`src/rtl/sram_ctl_pkg.sv`:
```
package sram_ctl_pkg;

  typedef enum logic [1:0] {
    PH_IDLE = 2'd0,
    PH_READ = 2'd1,
    PH_WLOW = 2'd2,
    PH_WREC = 2'd3
  } phase_t;

  // Rounds a nanosecond minimum up to whole clock cycles, never below one.
  function automatic int ns_to_cycles(input int ns, input int clk_ns);
    int c;
    c = (ns + clk_ns - 1) / clk_ns;
    if (c < 1) c = 1;
    return c;
  endfunction

  function automatic int max2(input int a, input int b);
    return (a > b) ? a : b;
  endfunction

  function automatic int max3(input int a, input int b, input int c);
    return max2(max2(a, b), c);
  endfunction

endpackage

```
`src/rtl/sram_seq.sv`:
```
module sram_seq
  import sram_ctl_pkg::*;
#(
  parameter int N_RD   = 14,
  parameter int N_WLOW = 12,
  parameter int N_WREC = 2,
  parameter int CW     = 4
) (
  input  logic          clk,
  input  logic          rst_n,
  input  logic          req_valid,
  input  logic          req_write,
  output phase_t        phase,
  output logic [CW-1:0] cnt,
  output logic          acc_evt,
  output logic          rd_cap_evt
);

  phase_t        phase_nx;
  logic [CW-1:0] limit;
  logic          last;

  always_comb begin
    unique case (phase)
      PH_READ: limit = CW'(N_RD);
      PH_WLOW: limit = CW'(N_WLOW);
      PH_WREC: limit = CW'(N_WREC);
      default: limit = CW'(1);
    endcase
  end

  assign last       = (cnt == limit - CW'(1));
  assign acc_evt    = (phase == PH_IDLE) && req_valid;
  assign rd_cap_evt = (phase == PH_READ) && last;

  always_comb begin
    phase_nx = phase;
    unique case (phase)
      PH_IDLE: if (acc_evt) phase_nx = req_write ? PH_WLOW : PH_READ;
      PH_READ: if (last)    phase_nx = PH_IDLE;
      PH_WLOW: if (last)    phase_nx = PH_WREC;
      PH_WREC: if (last)    phase_nx = PH_IDLE;
      default:              phase_nx = PH_IDLE;
    endcase
  end

  always_ff @(posedge clk) begin
    if (!rst_n) begin
      phase <= PH_IDLE;
      cnt   <= '0;
    end else begin
      phase <= phase_nx;
      if (phase_nx != phase || phase == PH_IDLE) cnt <= '0;
      else                                       cnt <= cnt + CW'(1);
    end
  end

endmodule

```
`src/rtl/sram_pins.sv`:
```
module sram_pins
  import sram_ctl_pkg::*;
#(
  parameter int N_TURN = 5,
  parameter int CW     = 4
) (
  input  phase_t        phase,
  input  logic [CW-1:0] cnt,
  output logic          req_ready,
  output logic          mem_ce1_n,
  output logic          mem_ce2,
  output logic          mem_we_n,
  output logic          mem_oe_n,
  output logic          mem_dq_oe
);

  logic sel;
  logic drive_wlow;
  logic drive_hold;

  assign sel        = (phase != PH_IDLE);
  assign req_ready  = !sel;
  assign mem_ce1_n  = !sel;
  assign mem_ce2    = sel;
  assign mem_we_n   = (phase != PH_WLOW);
  assign mem_oe_n   = (phase != PH_READ);

  // Drivers open once the memory has had time to float its outputs,
  // and stay open for the first cycle after write enable rises.
  assign drive_wlow = (phase == PH_WLOW) && (cnt >= CW'(N_TURN));
  assign drive_hold = (phase == PH_WREC) && (cnt == '0);
  assign mem_dq_oe  = drive_wlow || drive_hold;

endmodule

```
`src/rtl/sram_dpath.sv`:
```
module sram_dpath #(
  parameter int AW = 18,
  parameter int DW = 8
) (
  input  logic          clk,
  input  logic          rst_n,
  input  logic          acc_evt,
  input  logic          rd_cap_evt,
  input  logic [AW-1:0] req_addr,
  input  logic [DW-1:0] req_wdata,
  input  logic [DW-1:0] mem_dq_in,
  output logic [AW-1:0] mem_addr,
  output logic [DW-1:0] mem_dq_out,
  output logic          rd_valid,
  output logic [DW-1:0] rd_data
);

  always_ff @(posedge clk) begin
    if (!rst_n) begin
      mem_addr   <= '0;
      mem_dq_out <= '0;
      rd_valid   <= 1'b0;
      rd_data    <= '0;
    end else begin
      rd_valid <= rd_cap_evt;
      if (acc_evt) begin
        mem_addr   <= req_addr;
        mem_dq_out <= req_wdata;
      end
      if (rd_cap_evt) rd_data <= mem_dq_in;
    end
  end

endmodule

```
`src/rtl/sram_async_ctl.sv`:
```
module sram_async_ctl
  import sram_ctl_pkg::*;
#(
  parameter int ADDR_W    = 18,
  parameter int DATA_W    = 8,
  parameter int CLK_NS    = 5,
  parameter int T_RC_NS   = 70,
  parameter int T_AA_NS   = 70,
  parameter int T_DOE_NS  = 35,
  parameter int T_WC_NS   = 70,
  parameter int T_PWE_NS  = 50,
  parameter int T_AW_NS   = 60,
  parameter int T_SD_NS   = 30,
  parameter int T_HZ_NS   = 25
) (
  input  logic              clk,
  input  logic              rst_n,
  input  logic              req_valid,
  output logic              req_ready,
  input  logic              req_write,
  input  logic [ADDR_W-1:0] req_addr,
  input  logic [DATA_W-1:0] req_wdata,
  output logic              rd_valid,
  output logic [DATA_W-1:0] rd_data,
  output logic [ADDR_W-1:0] mem_addr,
  output logic              mem_ce1_n,
  output logic              mem_ce2,
  output logic              mem_we_n,
  output logic              mem_oe_n,
  output logic [DATA_W-1:0] mem_dq_out,
  output logic              mem_dq_oe,
  input  logic [DATA_W-1:0] mem_dq_in
);

  localparam int N_RD   = ns_to_cycles(max3(T_RC_NS, T_AA_NS, T_DOE_NS), CLK_NS);
  localparam int N_TURN = ns_to_cycles(T_HZ_NS, CLK_NS);
  localparam int N_SD   = ns_to_cycles(T_SD_NS, CLK_NS);
  localparam int N_WLOW = max3(ns_to_cycles(T_PWE_NS, CLK_NS),
                               ns_to_cycles(T_AW_NS, CLK_NS),
                               N_TURN + N_SD);
  localparam int N_WC   = ns_to_cycles(T_WC_NS, CLK_NS);
  localparam int N_WREC = max2(1, N_WC - N_WLOW);
  localparam int N_MAX  = max3(N_RD, N_WLOW, N_WREC);
  localparam int CW     = $clog2(N_MAX + 1);

  phase_t        phase;
  logic [CW-1:0] cnt;
  logic          acc_evt;
  logic          rd_cap_evt;

  sram_seq #(
    .N_RD   (N_RD),
    .N_WLOW (N_WLOW),
    .N_WREC (N_WREC),
    .CW     (CW)
  ) u_seq (
    .clk        (clk),
    .rst_n      (rst_n),
    .req_valid  (req_valid),
    .req_write  (req_write),
    .phase      (phase),
    .cnt        (cnt),
    .acc_evt    (acc_evt),
    .rd_cap_evt (rd_cap_evt)
  );

  sram_pins #(
    .N_TURN (N_TURN),
    .CW     (CW)
  ) u_pins (
    .phase     (phase),
    .cnt       (cnt),
    .req_ready (req_ready),
    .mem_ce1_n (mem_ce1_n),
    .mem_ce2   (mem_ce2),
    .mem_we_n  (mem_we_n),
    .mem_oe_n  (mem_oe_n),
    .mem_dq_oe (mem_dq_oe)
  );

  sram_dpath #(
    .AW (ADDR_W),
    .DW (DATA_W)
  ) u_dpath (
    .clk        (clk),
    .rst_n      (rst_n),
    .acc_evt    (acc_evt),
    .rd_cap_evt (rd_cap_evt),
    .req_addr   (req_addr),
    .req_wdata  (req_wdata),
    .mem_dq_in  (mem_dq_in),
    .mem_addr   (mem_addr),
    .mem_dq_out (mem_dq_out),
    .rd_valid   (rd_valid),
    .rd_data    (rd_data)
  );

endmodule

```
`config.mk`:
```
export PLATFORM = sky130hd
export DESIGN_NAME = sram_async_ctl
export DESIGN_NICKNAME = d
export VERILOG_FILES = /design/src/rtl/sram_ctl_pkg.sv /design/src/rtl/sram_seq.sv /design/src/rtl/sram_pins.sv /design/src/rtl/sram_dpath.sv /design/src/rtl/sram_async_ctl.sv
export SDC_FILE = /design/constraint.sdc
export NUM_CORES = 1
export LEC_CHECK = 0
export BUFFER_PORTS_ARGS = -buffer_cell sky130_fd_sc_hd__buf_2
export CAP_MARGIN = 25
export CORE_MARGIN = 2
export CORE_UTILIZATION = 51
export CTS_CLUSTER_DIAMETER = 120
export CTS_CLUSTER_SIZE = 8
export DETAILED_ROUTE_END_ITERATION = 6
export GPL_TIMING_DRIVEN = 0
export HOLD_SLACK_MARGIN = 0.03
export PLACE_DENSITY = 0.85
export SKIP_CTS_REPAIR_TIMING = 1
export SYNTH_ARGS = -nofsm -noshare
export SYNTH_HDL_FRONTEND = slang
export SYNTH_HIERARCHICAL = 1
export SYNTH_SLANG_ARGS = --single-unit
```
`constraint.sdc`:
```
create_clock -name clk -period 4.25 [get_ports clk]
set_input_delay 0.6375 -clock clk [delete_from_list [all_inputs] [get_ports clk]]
set_output_delay 0.6375 -clock clk [all_outputs]
set_load 0.01 [all_outputs]
```
== Yosys cells after proc, flatten, opt, wreduce, memory -nomap -nowiden ==
Cells that the tools add are included.
Cells by class
  multipliers: 0
  shift operators: 0
  eq/ne operators: 7
  multiplexer cells: 6
  div/mod/pow operators: 0
  add/sub/neg operators: 2
  reduce and logical (&&, ||, !) cells: 12
  bitwise logic cells: 1
  $lt $le $gt $ge: 1
Operators with widths (count)
  one-hot mux 4 bit (3 select lines): 1
  2-to-1 mux 2 bit: 4
  one-hot mux 2 bit (3 select lines): 1
  adder 4 x 1 -> 4 bit (second input constant): 1
  == test 2 bit (second input constant): 2
  == test 4 bit: 1
  greater-or-equal comparator 4 x 3 -> 1 bit (second input constant): 1
  logical AND 1 bit: 4
  logical NOT 4 bit: 1
  OR reduction 2 bit: 2
  subtractor 4 x 1 -> 4 bit (second input constant): 1
  == test 2 x 1 -> 1 bit (second input constant): 1
  logical NOT 2 bit: 1
  logical OR 1 bit: 2
  != test 2 x 1 -> 1 bit (second input constant): 1
  != test 2 bit: 1
  != test 2 bit (second input constant): 1
  nonzero test 2 bit: 1
  logical NOT 1 bit: 1
  inverter 1 bit: 1
Storage, ports and cells
  memories: 0
  logic and storage cells: 35
  latch bits: 0
  bits in read-only memories: 0
  register bits: 41
  bits in writable memories: 0
  input bits: 38

== Depth between registers and ports, before layout ==
Gate-level depths: netlist (run 1).
  depth after elaboration: 9
  gate-level depth with buffers: 9
  mapped depth without buffers: 7

== Modules after synthesis ==
Netlist (run 1), hierarchy kept.
By module, submodules not included
  sram_dpath: sequential area each 700.7 um^2, area an instance 1330.0 um^2, times used 1, cells each 111
  sram_seq: sequential area each 120.1 um^2, area an instance 506.7 um^2, times used 1, cells each 52
  sram_pins: sequential area each 0.0 um^2, area an instance 68.8 um^2, times used 1, cells each 10

== Worst setup path before layout (run 1) ==
Ideal clock, no wire load.
  kind: register to register
  from: register u_seq.phase[1]
  to: register u_dpath.rd_data[0]
  arrival time: 1.827 ns
  data required time: 4.134 ns
  clock period less this slack: 1.943 ns
  cell stages (with the launch flop): 9
  path slack: 2.307 ns
  path through: dfxtp_1 > inv_1 > ha_1 > xnor2_1 > nand4_4 > nor2_1 > buf_4 > mux2i_1 > nor2b_1
Between the ends
  longest elaborated chain between the ends: 5
RTL lines
  start, declared: RTL line sram_seq.sv:13  | output phase_t phase,
  start signal, assigned: RTL line sram_seq.sv:52  | phase <= phase_nx;
  == test 2 bit or == test 2 x 1 -> 1 bit (tied branches): RTL line sram_seq.sv:24, sram_seq.sv:34
  one-hot mux 4 bit (3 select lines): RTL line sram_seq.sv:24  | unique case (phase)
  subtractor 4 x 1 -> 4 bit: RTL line sram_seq.sv:32  | assign last = (cnt == limit - CW'(1));
  == test 4 bit: RTL line sram_seq.sv:32
  logical AND 1 bit (*): RTL line sram_seq.sv:34  | assign rd_cap_evt = (phase == PH_READ) && last;
  named net rd_cap_evt: RTL line sram_async_ctl.sv:49  | logic rd_cap_evt;
  end signal, assigned: RTL line sram_dpath.sv:30  | if (rd_cap_evt) rd_data <= mem_dq_in;
  end, declared: RTL line sram_dpath.sv:15  | output logic [DW-1:0] rd_data
The timed path passes the listed nets; every way through them passes the cells marked *.
A chain may end at the register's enable or synchronous reset.

== Final worst setup path (run 1) ==
  from: register u_seq.phase[1]
  to: register u_dpath.rd_data[4]
The elaborated chain is that of the path after synthesis.

==> flow_summary.json, run 1 <==
{
  "outcome": "finished, final reports clean",
  "rsz0062_at_grt": "no",
  "yosysSeqAreaShare_pct": 43.1,
  "cap_viol_max_count": 0,
  "whs_path_depth": 2,
  "yosysTopAreaCell": "dfxtp_1",
  "drt.antenna.violating_nets": 0,
  "clkLatencyLatePin_ns": 0.29,
  "crit_chain": "inv_1, ha_1, xnor2_1, nand4_4, nor2_1, buf_4, mux2i_1, nor2b_1",
  "min_path_type": "flip-flop to flip-flop",
  "skew_ns": 0.00442,
  "power_density_nw_per_um2": 594,
  "chipWidth_microns": 65.1,
  "peakVddDrop_mv": 0.333,
  "timing.slew.headroom_pct": 75.3,
  "start_kind": "flip-flop",
  "slowest_stage": "dfxtp_1",
  "fin_setup_tns_ns": 0,
  "synth_warnings": 6,
  "grt_pass1_vias": 1300,
  "htree_num_levels": 2,
  "core-area_sq_um": 3630,
  "wl_mm": 3.64,
  "drive_gt1_share_pct": 38.2,
  "dr.pass1.iters": 4,
  "worstPathArrival_ns": 2.36,
  "drt-wirelength-per-cell_microns": 11.9,
  "fp.dieH_microns": 65.1,
  "io_pins": 79,
  "viasPerCell": 4.75,
  "hold_viol_final": 0,
  "cts_sinks": 41,
  "worst_pin_slew_ns": 0.371,
  "cts_made_buffers": 5,
  "antenna_found_initial": 0,
  "syn_area_sq_um": 1910,
  "ys_ff_latch": 41,
  "cts_tree": "done",
  "antenna_cells": 0,
  "async_flop_share_pct": 0,
  "drc": 0,
  "grt_max_degree": 13,
  "fillers": 324,
  "syn-instance-count": 173,
  "initial_core_util_pct": 52.4,
  "num_rows": 22,
  "clk_pin_slew_ns": 0.07,
  "rr_worst_depth": 8,
  "port_buffers": 78,
  "synth_top_area_share_pct": 43.1,
  "syn2layout_area_growth_pct": 29.7,
  "num_vias": 1459,
  "finalMaxSlewViolations": 0,
  "synth.avg_cell_area_sq_um": 11.0,
  "grt-ovfl-total": 0,
  "syn-num-nets": 217,
  "grt_use_total_pct": 17.3,
  "fin_crit_ns": 2.18,
  "cts-root-buf": "clkbuf_8",
  "fin_crit_sh_pct": 51.3,
  "fin_nets": 302,
  "synth_edf_count": 0,
  "max_stage_delay_ns": 0.54,
  "drt-initial-drc-count": 57,
  "fmaxAchievable_ghz": 0.459,
  "die_area_sq_um": 4240,
  "holdWs_ns": 0.513,
  "ys.flop_type": "dfxtp_1",
  "cpLargestDelayFamily": "flip-flops",
  "cts_buffer_depth": 2,
  "crit_path_end_kind": "flip-flop",
  "critical_path_buf_inv_count": 2,
  "cp.required_ns": 4.43,
  "grt_pass1_wl_mm": 5.67,
  "path_class": "flip-flop to flip-flop",
  "synth_area_leaders": "dfxtp_1, mux2i_1, nor2b_1",
  "cp_max_fo": 11,
  "globalplace.congestion": 0.861,
  "hpwlAfterDp_mm": 2.83,
  "leakage_nw": 1.12,
  "finalSetupViolCount": 0,
  "synthDistinctLibCells": 35,
  "cp_num_cells": 8
}
-- cells in the final DEF, fill, tap and decap left out, types with 4 or more instances in the layout --
| master | n |
|---|---|
| dfxtp_1 | 41 |
| clkbuf_8 | 7 |
| xnor2_1 | 6 |
| buf_2 | 78 |
| ha_1 | 6 |
| clkbuf_1 | 4 |
| nor2_1 | 4 |
| inv_1 | 6 |
| mux2i_1 | 35 |
| nor2b_1 | 34 |
-- cells in the mapped netlist, drive strengths merged (2+ instances only) --
master  number
inv          6
or2          2
xor2         2
xnor2        6
nand2        3
ha           6
and2         2
nand2b       2
clkbuf       4
mux2i       35
nand3        3
nor2b       34
buf          5
nor2         4
nor4         4
a31oi        2
dfxtp       41
-- state kept, by name (all words and copies together) (netlist names) --
| register | flops |
|---|---|
| u_dpath/mem_dq_out | 8 |
| u_seq/cnt | 4 |
| u_seq/phase | 2 |
| u_dpath/rd_data | 8 |
| u_dpath/mem_addr | 18 |
| u_dpath/rd_valid | 1 |
-- tightest hold or removal path: stages, from the launching register on --
cell     delay (ns)
dfxtp_1        0.32
mux2i_1        0.06
nor2b_1        0.09
-- final cells by class --
cell class                      count  area, sq um  share of cell area, %
Buffer                              9         91.3                   3.69
Clock buffer                        7         86.3                   3.49
Clock inverter                      1         30.0                   1.21
Inverter                            6         22.5                  0.911
Multi-Input combinational cell    117          971                   39.3
Sequential cell                    41          821                   33.2
Tap cell                           48         60.1                   2.43
Timing Repair Buffer               78          390                   15.8
-- per-stage QoR --
| stage | total power [mW] | std cells | utilization (%) | instance area [sq um] | setup slack (ns) |
|---|---|---|---|---|---|
| after floorplan | 1.00 | 173 | - | 1910 | 2.31 |
| final | 1.47 | 307 | 68.0 | 2470 | 2.07 |
| after detailed placement | 1.17 | 299 | 64.8 | 2360 | 2.07 |
| after global placement | 1.15 | 299 | 64.8 | 2360 | 2.08 |
| after CTS | 1.48 | 307 | 68.0 | 2470 | 2.05 |
| after global routing | 1.56 | 307 | 68.0 | 2470 | 1.89 |
-- logic make-up after synthesis --
| logic type | count (synthesis) | share of synthesized area, % |
|---|---|---|
| compound gates | 12 | 5.71 |
| xor+xnor | 8 | 4.07 |
| buf+inv | 15 | 5.97 |
| mux | 35 | 18.4 |
| simple gates | 56 | 18.8 |
| fa+ha+maj | 6 | 3.94 |
| flops | 41 | 43.1 |
-- per-layer routing --
metal | track usage (%) | vias up | routed length [microns]
li1 | - | 747 | -
met1 | 21.8 | 663 | 1680
met2 | 28.2 | 47 | 1700
met3 | 4.62 | 2 | 244
met4 | 6.77 | 0 | 20
met5 | 0 | - | 0
-- path summary, 6_finish.rpt --
check                       from             endpoint  slack (ns)
min reg2reg  u_dpath/mem_addr[1]  u_dpath/mem_addr[1]        0.51
max               u_seq/phase[1]   u_dpath/rd_data[4]        2.07
max reg2reg       u_seq/phase[1]   u_dpath/rd_data[4]        2.07
min          u_dpath/mem_addr[1]  u_dpath/mem_addr[1]        0.51
-- power breakdown --
part           switching (mW)  internal (mW)
Combinational           0.333          0.323
Sequential             0.0517          0.447
Clock                   0.123          0.191
(Power assumes the default switching activity.)
==> run 2, diff against run 1 <==
--- a/config.mk
+++ b/config.mk
@@ -5,16 +5,17 @@
 export SDC_FILE = /design/constraint.sdc
 export NUM_CORES = 1
 export LEC_CHECK = 0
+export ABC_AREA = 1
 export BUFFER_PORTS_ARGS = -buffer_cell sky130_fd_sc_hd__buf_2
 export CAP_MARGIN = 25
 export CORE_MARGIN = 2
-export CORE_UTILIZATION = 51
+export CORE_UTILIZATION = 43
 export CTS_CLUSTER_DIAMETER = 120
 export CTS_CLUSTER_SIZE = 8
 export DETAILED_ROUTE_END_ITERATION = 6
 export GPL_TIMING_DRIVEN = 0
 export HOLD_SLACK_MARGIN = 0.03
-export PLACE_DENSITY = 0.85
+export PLACE_DENSITY = 0.76
 export SKIP_CTS_REPAIR_TIMING = 1
 export SYNTH_ARGS = -nofsm -noshare
 export SYNTH_HDL_FRONTEND = slang
==> constraint.sdc (replaced) <==
create_clock -name clk -period 1.82 [get_ports clk]
set_input_delay 0.273 -clock clk [delete_from_list [all_inputs] [get_ports clk]]
set_output_delay 0.273 -clock clk [all_outputs]
set_load 0.01 [all_outputs]
==> flow_summary.json, run 2 <==
{
  "pwr-share-clk_pct": 17.6,
  "worst_pin_slew_ns": 0.252,
  "yosysSeqAreaShare_pct": 41.2,
  "grt_pass1_wl_mm": 6.82,
  "p_int_mw": 2.41,
  "drt-initial-drc-count": 93,
  "die_area_sq_um": 5200,
  "synth.most_common_cell": "nand2_1",
  "port_buffers": 78,
  "fin_nets": 439,
  "layout_setup_ws_ns": -0.0348,
  "synth_top_area_share_pct": 41.2,
  "io_pins": 79,
  "synth.avg_cell_area_sq_um": 6.56,
  "placed_cell_area_sq_um": 2450,
  "cts-root-buf": "clkbuf_8",
  "syn-num-nets": 348,
  "timing.slew.headroom_pct": 83.2,
  "skew_ns": 0.00313,
  "wl_mm": 4.13,
  "hpwlAfterDp_mm": 2.99,
  "globalplace.congestion": 0.811,
  "ys.flop_type": "dfxtp_1",
  "grt_pass1_vias": 1650,
  "async_flop_share_pct": 0,
  "fin_crit_ns": 1.85,
  "grt_max_degree": 13,
  "instances_no_fill": 447,
  "crit_path_end_kind": "flip-flop",
  "syn2layout_area_growth_pct": 33.7,
  "reg2reg_slack_ns": -0.03,
  "final_common_cell": "nand2_1",
  "cp.required_ns": 2.03,
  "ys_ff_latch": 41,
  "combPwrFrac_pct": 49.0,
  "fp.dieH_microns": 72.1,
  "grt-ovfl-total": 0,
  "path_class": "flip-flop to flip-flop",
  "fin_crit_sh_pct": 102,
  "grt_use_total_pct": 16.0,
  "worstPathArrival_ns": 2.06,
  "cts_buffer_depth": 2,
  "min_path_type": "input port to flip-flop",
  "syn-instance-count": 304,
  "chipWidth_microns": 72.1,
  "top_register": "u_dpath/mem_addr",
  "syn_area_sq_um": 1990,
  "viasPerCell": 4.27,
  "drc": 0,
  "top_regs": "u_dpath/mem_addr x18, u_dpath/mem_dq_out x8, u_dpath/rd_data x8",
  "switching_share_pct": 38.8,
  "largest_reg_flops": 18,
  "htree_num_levels": 2,
  "yosysTopAreaCell": "dfxtp_1",
  "cts_made_buffers": 5,
  "drt-wirelength-per-cell_microns": 9.24,
  "rsz0062_at_grt": "yes",
  "power_density_nw_per_um2": 1470,
  "final_cell_mix": "nand2_1, buf_2, nor2_1",
  "failed_checks": "negative setup slack",
  "dp.cells": 434,
  "cp_max_fo": 5,
  "peakVddDrop_mv": 0.673,
  "start_kind": "flip-flop",
  "drive_gt1_share_pct": 30.9,
  "synth_edf_count": 0,
  "core-area_sq_um": 4410,
  "hold_viol_final": 0,
  "finalMaxSlewViolations": 0,
  "fin_setup_tns_ns": -0.0500,
  "clk_pin_slew_ns": 0.08,
  "leakage_nw": 1.52,
  "antenna_found_initial": 0,
  "fmaxAchievable_ghz": 0.539,
  "synth_warnings": 6,
  "finalSetupViolCount": 4,
  "design_area_sq_um": 2670,
  "synthTopCellsByCount": "nand2_1, nor2_1, inv_1",
  "dr.pass1.iters": 4,
  "drt.antenna.violating_nets": 0,
  "num_rows": 24,
  "clkLatencyLatePin_ns": 0.28,
  "cts_sinks": 41,
  "antenna_cells": 0,
  "synthDistinctLibCells": 19,
  "p_seq_share_pct": 33.4,
  "outcome": "finished, violations left",
  "num_vias": 1908,
  "synth_area_leaders": "dfxtp_1, nand2_1, nor2_1",
  "cap_viol_max_count": 0,
  "p_sw_mw": 1.53,
  "cts_tree": "done",
  "initial_core_util_pct": 45.2
}
-- run 2: changes by cell type after synthesis, sizes merged, moves of 5 or more --
| cell | change |
|---|---|
| nor2b | -34 |
| nor2 | +73 |
| xnor2 | -5 |
| mux2i | -35 |
| buf | +8 |
| nand2 | +94 |
| inv | +45 |
-- run 2: final cells by class --
type	instances	area, sq um
Clock buffer	5	68.8
Clock inverter	2	35.0
Timing Repair Buffer	84	435
Multi-Input combinational cell	199	911
Sequential cell	41	828
Inverter	51	199
Buffer	13	124
Fill cell	428	1750
Tap cell	52	65.1
-- run 2: power by group through the flow --
stage	combinational [mW]	sequential, mW	clock, mW
6_report	1.93	1.32	0.692
5_1_grt	2.19	1.35	0.751
4_1_cts	1.74	1.31	0.718
3_5_place_dp	1.74	1.33	0
3_3_place_gp	1.71	1.33	0
2_1_floorplan	1.12	1.43	0
-- run 2: metal layers --
metal	GRT usage (%)	routed length (microns)	up-vias
met5	0	0	-
met4	5.03	31	0
met3	3.89	315	5
met2	26.7	1900	57
met1	20.4	1880	792
li1	-	-	1054
-- run 2: logic make-up (layout without fill, tap and decap cells) --
kind of cell | Yosys count | after routing | share of synthesized area [%]
xor gates and xnor gates | 2 | 2 | 0.878
adders and majority gates | 6 | 6 | 3.76
and+or+nand+nor | 187 | 187 | 37.1
buffers and inverters | 64 | 155 | 15.8
AOI/OAI and AO/OA | 4 | 4 | 1.25
DFF | 41 | 41 | 41.2
-- run 2: worst max-delay path, cell delays in order, from the launching register on --
cell	delay, ns
dfxtp_4	0.38
clkinvlp_4	0.16
ha_4	0.31
inv_1	0.03
nand2_1	0.04
nand2_1	0.07
nor2_2	0.09
nand2_2	0.08
nand2_1	0.06
nand2_1	0.04
nand2_1	0.10
nand2_1	0.06
nand2_1	0.10
nand3_4	0.11
nor3_1	0.14
-- run 2: path summary, 6_finish.rpt --
check / to / cells past startpoint / start
worst max-delay path: u_seq/cnt[2] / 14 / u_seq/phase[0]
worst min-delay path: u_dpath/mem_addr[9] / 5 / req_addr[9]
worst max register to register: u_seq/cnt[2] / 14 / u_seq/phase[0]
worst min register to register: u_dpath/mem_addr[10] / 2 / u_dpath/mem_addr[10]
-- run 2: through the flow --
step / setup slack, ns / util, % / total power [mW] / hold slack, ns
after floorplan: 0.111 / - / 2.55 / 0.424
after global placement: -0.110 / 55.5 / 3.04 / 0.453
after detailed placement: -0.143 / 55.5 / 3.07 / 0.459
after CTS: -0.166 / 57.9 / 3.78 / 0.266
after global routing: -0.149 / 60.4 / 4.29 / 0.288
final: -0.0348 / 60.4 / 3.93 / 0.275
==> run 3, diff against run 2 <==
--- a/config.mk
+++ b/config.mk
@@ -9,13 +9,13 @@
 export BUFFER_PORTS_ARGS = -buffer_cell sky130_fd_sc_hd__buf_2
 export CAP_MARGIN = 25
 export CORE_MARGIN = 2
-export CORE_UTILIZATION = 43
+export CORE_UTILIZATION = 52
 export CTS_CLUSTER_DIAMETER = 120
 export CTS_CLUSTER_SIZE = 8
 export DETAILED_ROUTE_END_ITERATION = 6
 export GPL_TIMING_DRIVEN = 0
 export HOLD_SLACK_MARGIN = 0.03
-export PLACE_DENSITY = 0.76
+export PLACE_DENSITY = 0.86
 export SKIP_CTS_REPAIR_TIMING = 1
 export SYNTH_ARGS = -nofsm -noshare
 export SYNTH_HDL_FRONTEND = slang
==> constraint.sdc (replaced) <==
create_clock -name clk -period 2.3 [get_ports clk]
set_input_delay 0.345 -clock clk [delete_from_list [all_inputs] [get_ports clk]]
set_output_delay 0.345 -clock clk [all_outputs]
set_load 0.01 [all_outputs]
==> flow_summary.json, run 3 (synthesis gave the netlist of run 2 again) <==
{
  "crit_path_end_kind": "flip-flop",
  "fin_crit_ns": 1.97,
  "instances_no_fill": 438,
  "worstPathArrival_ns": 2.18,
  "reg2reg_slack_ns": 0.33,
  "antenna_found_initial": 0,
  "cp-startpoint": "u_seq/phase[1]",
  "cts_made_buffers": 5,
  "port_buffers": 78,
  "clkLatencyLatePin_ns": 0.29,
  "dr.pass1.iters": 4,
  "hpwlAfterDp_mm": 3.06,
  "final_common_cell": "nand2_1",
  "wl_mm": 4.01,
  "clk_pin_slew_ns": 0.08,
  "skew_ns": 0.00615,
  "fin_setup_tns_ns": 0,
  "rr_worst_depth": 12,
  "leakage_nw": 1.48,
  "die_area_sq_um": 4350,
  "drive_gt1_share_pct": 27.2,
  "peakVddDrop_mv": 0.621,
  "antenna_cells": 0,
  "cts_sinks": 41,
  "multi_input_area_sq_um": 858,
  "initial_core_util_pct": 54.5,
  "core-area_sq_um": 3660,
  "timing.slew.headroom_pct": 79.7,
  "top_regs": "u_dpath/mem_addr x18, u_dpath/mem_dq_out x8, u_dpath/rd_data x8",
  "outcome": "finished, final reports clean",
  "worst_pin_slew_ns": 0.304,
  "num_vias": 1950,
  "syn2layout_area_growth_pct": 26.9,
  "globalplace.congestion": 0.759,
  "cp.required_ns": 2.52,
  "hold_viol_final": 0,
  "viasPerCell": 4.45,
  "final_cell_mix": "nand2_1, buf_2, nor2_1",
  "fin_crit_sh_pct": 85.5,
  "drt-initial-drc-count": 93,
  "grt-ovfl-total": 0,
  "dp.cells": 430,
  "max_stage_delay_ns": 0.50,
  "fmaxAchievable_ghz": 0.509,
  "fillers": 335,
  "power_density_nw_per_um2": 1130,
  "io_pins": 79,
  "grt_use_total_pct": 19.0,
  "cts_buffer_depth": 2,
  "crit_chain": "inv_1, ha_1, inv_1, nand2_1, nand2_1, nor2_2, nand2_2, a21oi_1, nand2_1, nand3_1, nand3_2, nor3_1",
  "drt-wirelength-per-cell_microns": 9.15,
  "largest_reg_flops": 18,
  "htree_num_levels": 2,
  "finalSetupViolCount": 0,
  "top_register": "u_dpath/mem_addr",
  "regArea_sq_um": 821,
  "slowest_stage": "dfxtp_1",
  "cp_max_fo": 9,
  "path_class": "flip-flop to flip-flop",
  "drt.antenna.violating_nets": 0,
  "grt_max_degree": 14,
  "r2r_end": "u_seq/cnt[0]",
  "grt_pass1_vias": 1602,
  "min_path_type": "input port to flip-flop",
  "num_rows": 22,
  "finalMaxSlewViolations": 0,
  "chipWidth_microns": 65.9,
  "cts_tree": "done",
  "crit_top_cell": "nand2_1",
  "reg2reg_from": "u_seq/phase[1]",
  "fin_nets": 433,
  "holdWs_ns": 0.339,
  "cts-root-buf": "clkbuf_8",
  "timing.critical_path.to": "u_seq/cnt[0]",
  "rsz0062_at_grt": "no",
  "cap_viol_max_count": 0,
  "grt_pass1_wl_mm": 6.50,
  "drc": 0,
  "start_kind": "flip-flop",
  "fp.dieH_microns": 65.9
}
## run 3: changes by cell type in the layout (fill, tap and decap cells not counted), moves of 2 or more
| cell | change |
|---|---|
| buf_4 | -6 |
| nor3_1 | +3 |
| dfxtp_4 | -2 |
| inv_1 | +2 |
| nor3_2 | -3 |
| ha_4 | -2 |
| ha_1 | +3 |
| dfxtp_1 | +2 |
## run 3: layout make-up
| type | count | share of cell area (%) |
|---|---|---|
| buffer | 13 | 4.89 |
| clock buffer | 5 | 2.72 |
| clock inverter | 3 | 0.692 |
| inverter | 51 | 7.56 |
| multi-input combinational | 199 | 33.9 |
| sequential | 41 | 32.4 |
| tap | 48 | 2.37 |
| timing repair buffer | 78 | 15.4 |
## run 3: metrics by stage
stage | setup WS [ns] | total power [mW] | area [sq um] | util (%)
2_1_floorplan | 0.591 | 2.02 | 1990 | -
3_3_place_gp | 0.380 | 2.39 | 2440 | 66.8
3_5_place_dp | 0.365 | 2.43 | 2440 | 66.8
4_1_cts | 0.342 | 2.88 | 2530 | 69.1
5_1_grt | 0.100 | 3.13 | 2530 | 69.1
6_report | 0.334 | 2.86 | 2530 | 69.1
## run 3: worst min-delay path by stage
stage | cells past startpoint | endpoint | from
2_1_floorplan | 2 | u_dpath/mem_addr[10] | u_dpath/mem_addr[10]
3_3_place_gp | 2 | u_dpath/mem_addr[2] | u_dpath/mem_addr[2]
3_5_place_dp | 2 | u_dpath/mem_dq_out[2] | u_dpath/mem_dq_out[2]
4_1_cts | 5 | u_dpath/mem_addr[0] | req_addr[0]
5_1_grt | 5 | u_dpath/mem_addr[0] | req_addr[0]
6_report | 5 | u_dpath/mem_addr[14] | req_addr[14]
## run 3: where the power goes
part / internal, mW / switching, mW
clock network: 0.209 / 0.241
registers: 0.913 / 0.128
logic: 0.584 / 0.785
total: 1.71 / 1.15
## run 3: worst max-delay path, delay by kind of cell, from the launching register on
family,cells,cell delay [ns]
fa+ha+maj,1,0.32
simple gates,8,0.73
flops,1,0.50
compound gates,1,0.13
buf+inv,2,0.20
## run 3: per-layer routing
metal | share of wire [%] | track usage (%) | wire [microns]
met5 | 0 | 0 | 0
met4 | 1.7 | 7.14 | 67
met3 | 7.6 | 5.45 | 303
met2 | 44 | 31.8 | 1760
met1 | 47 | 23.0 | 1880
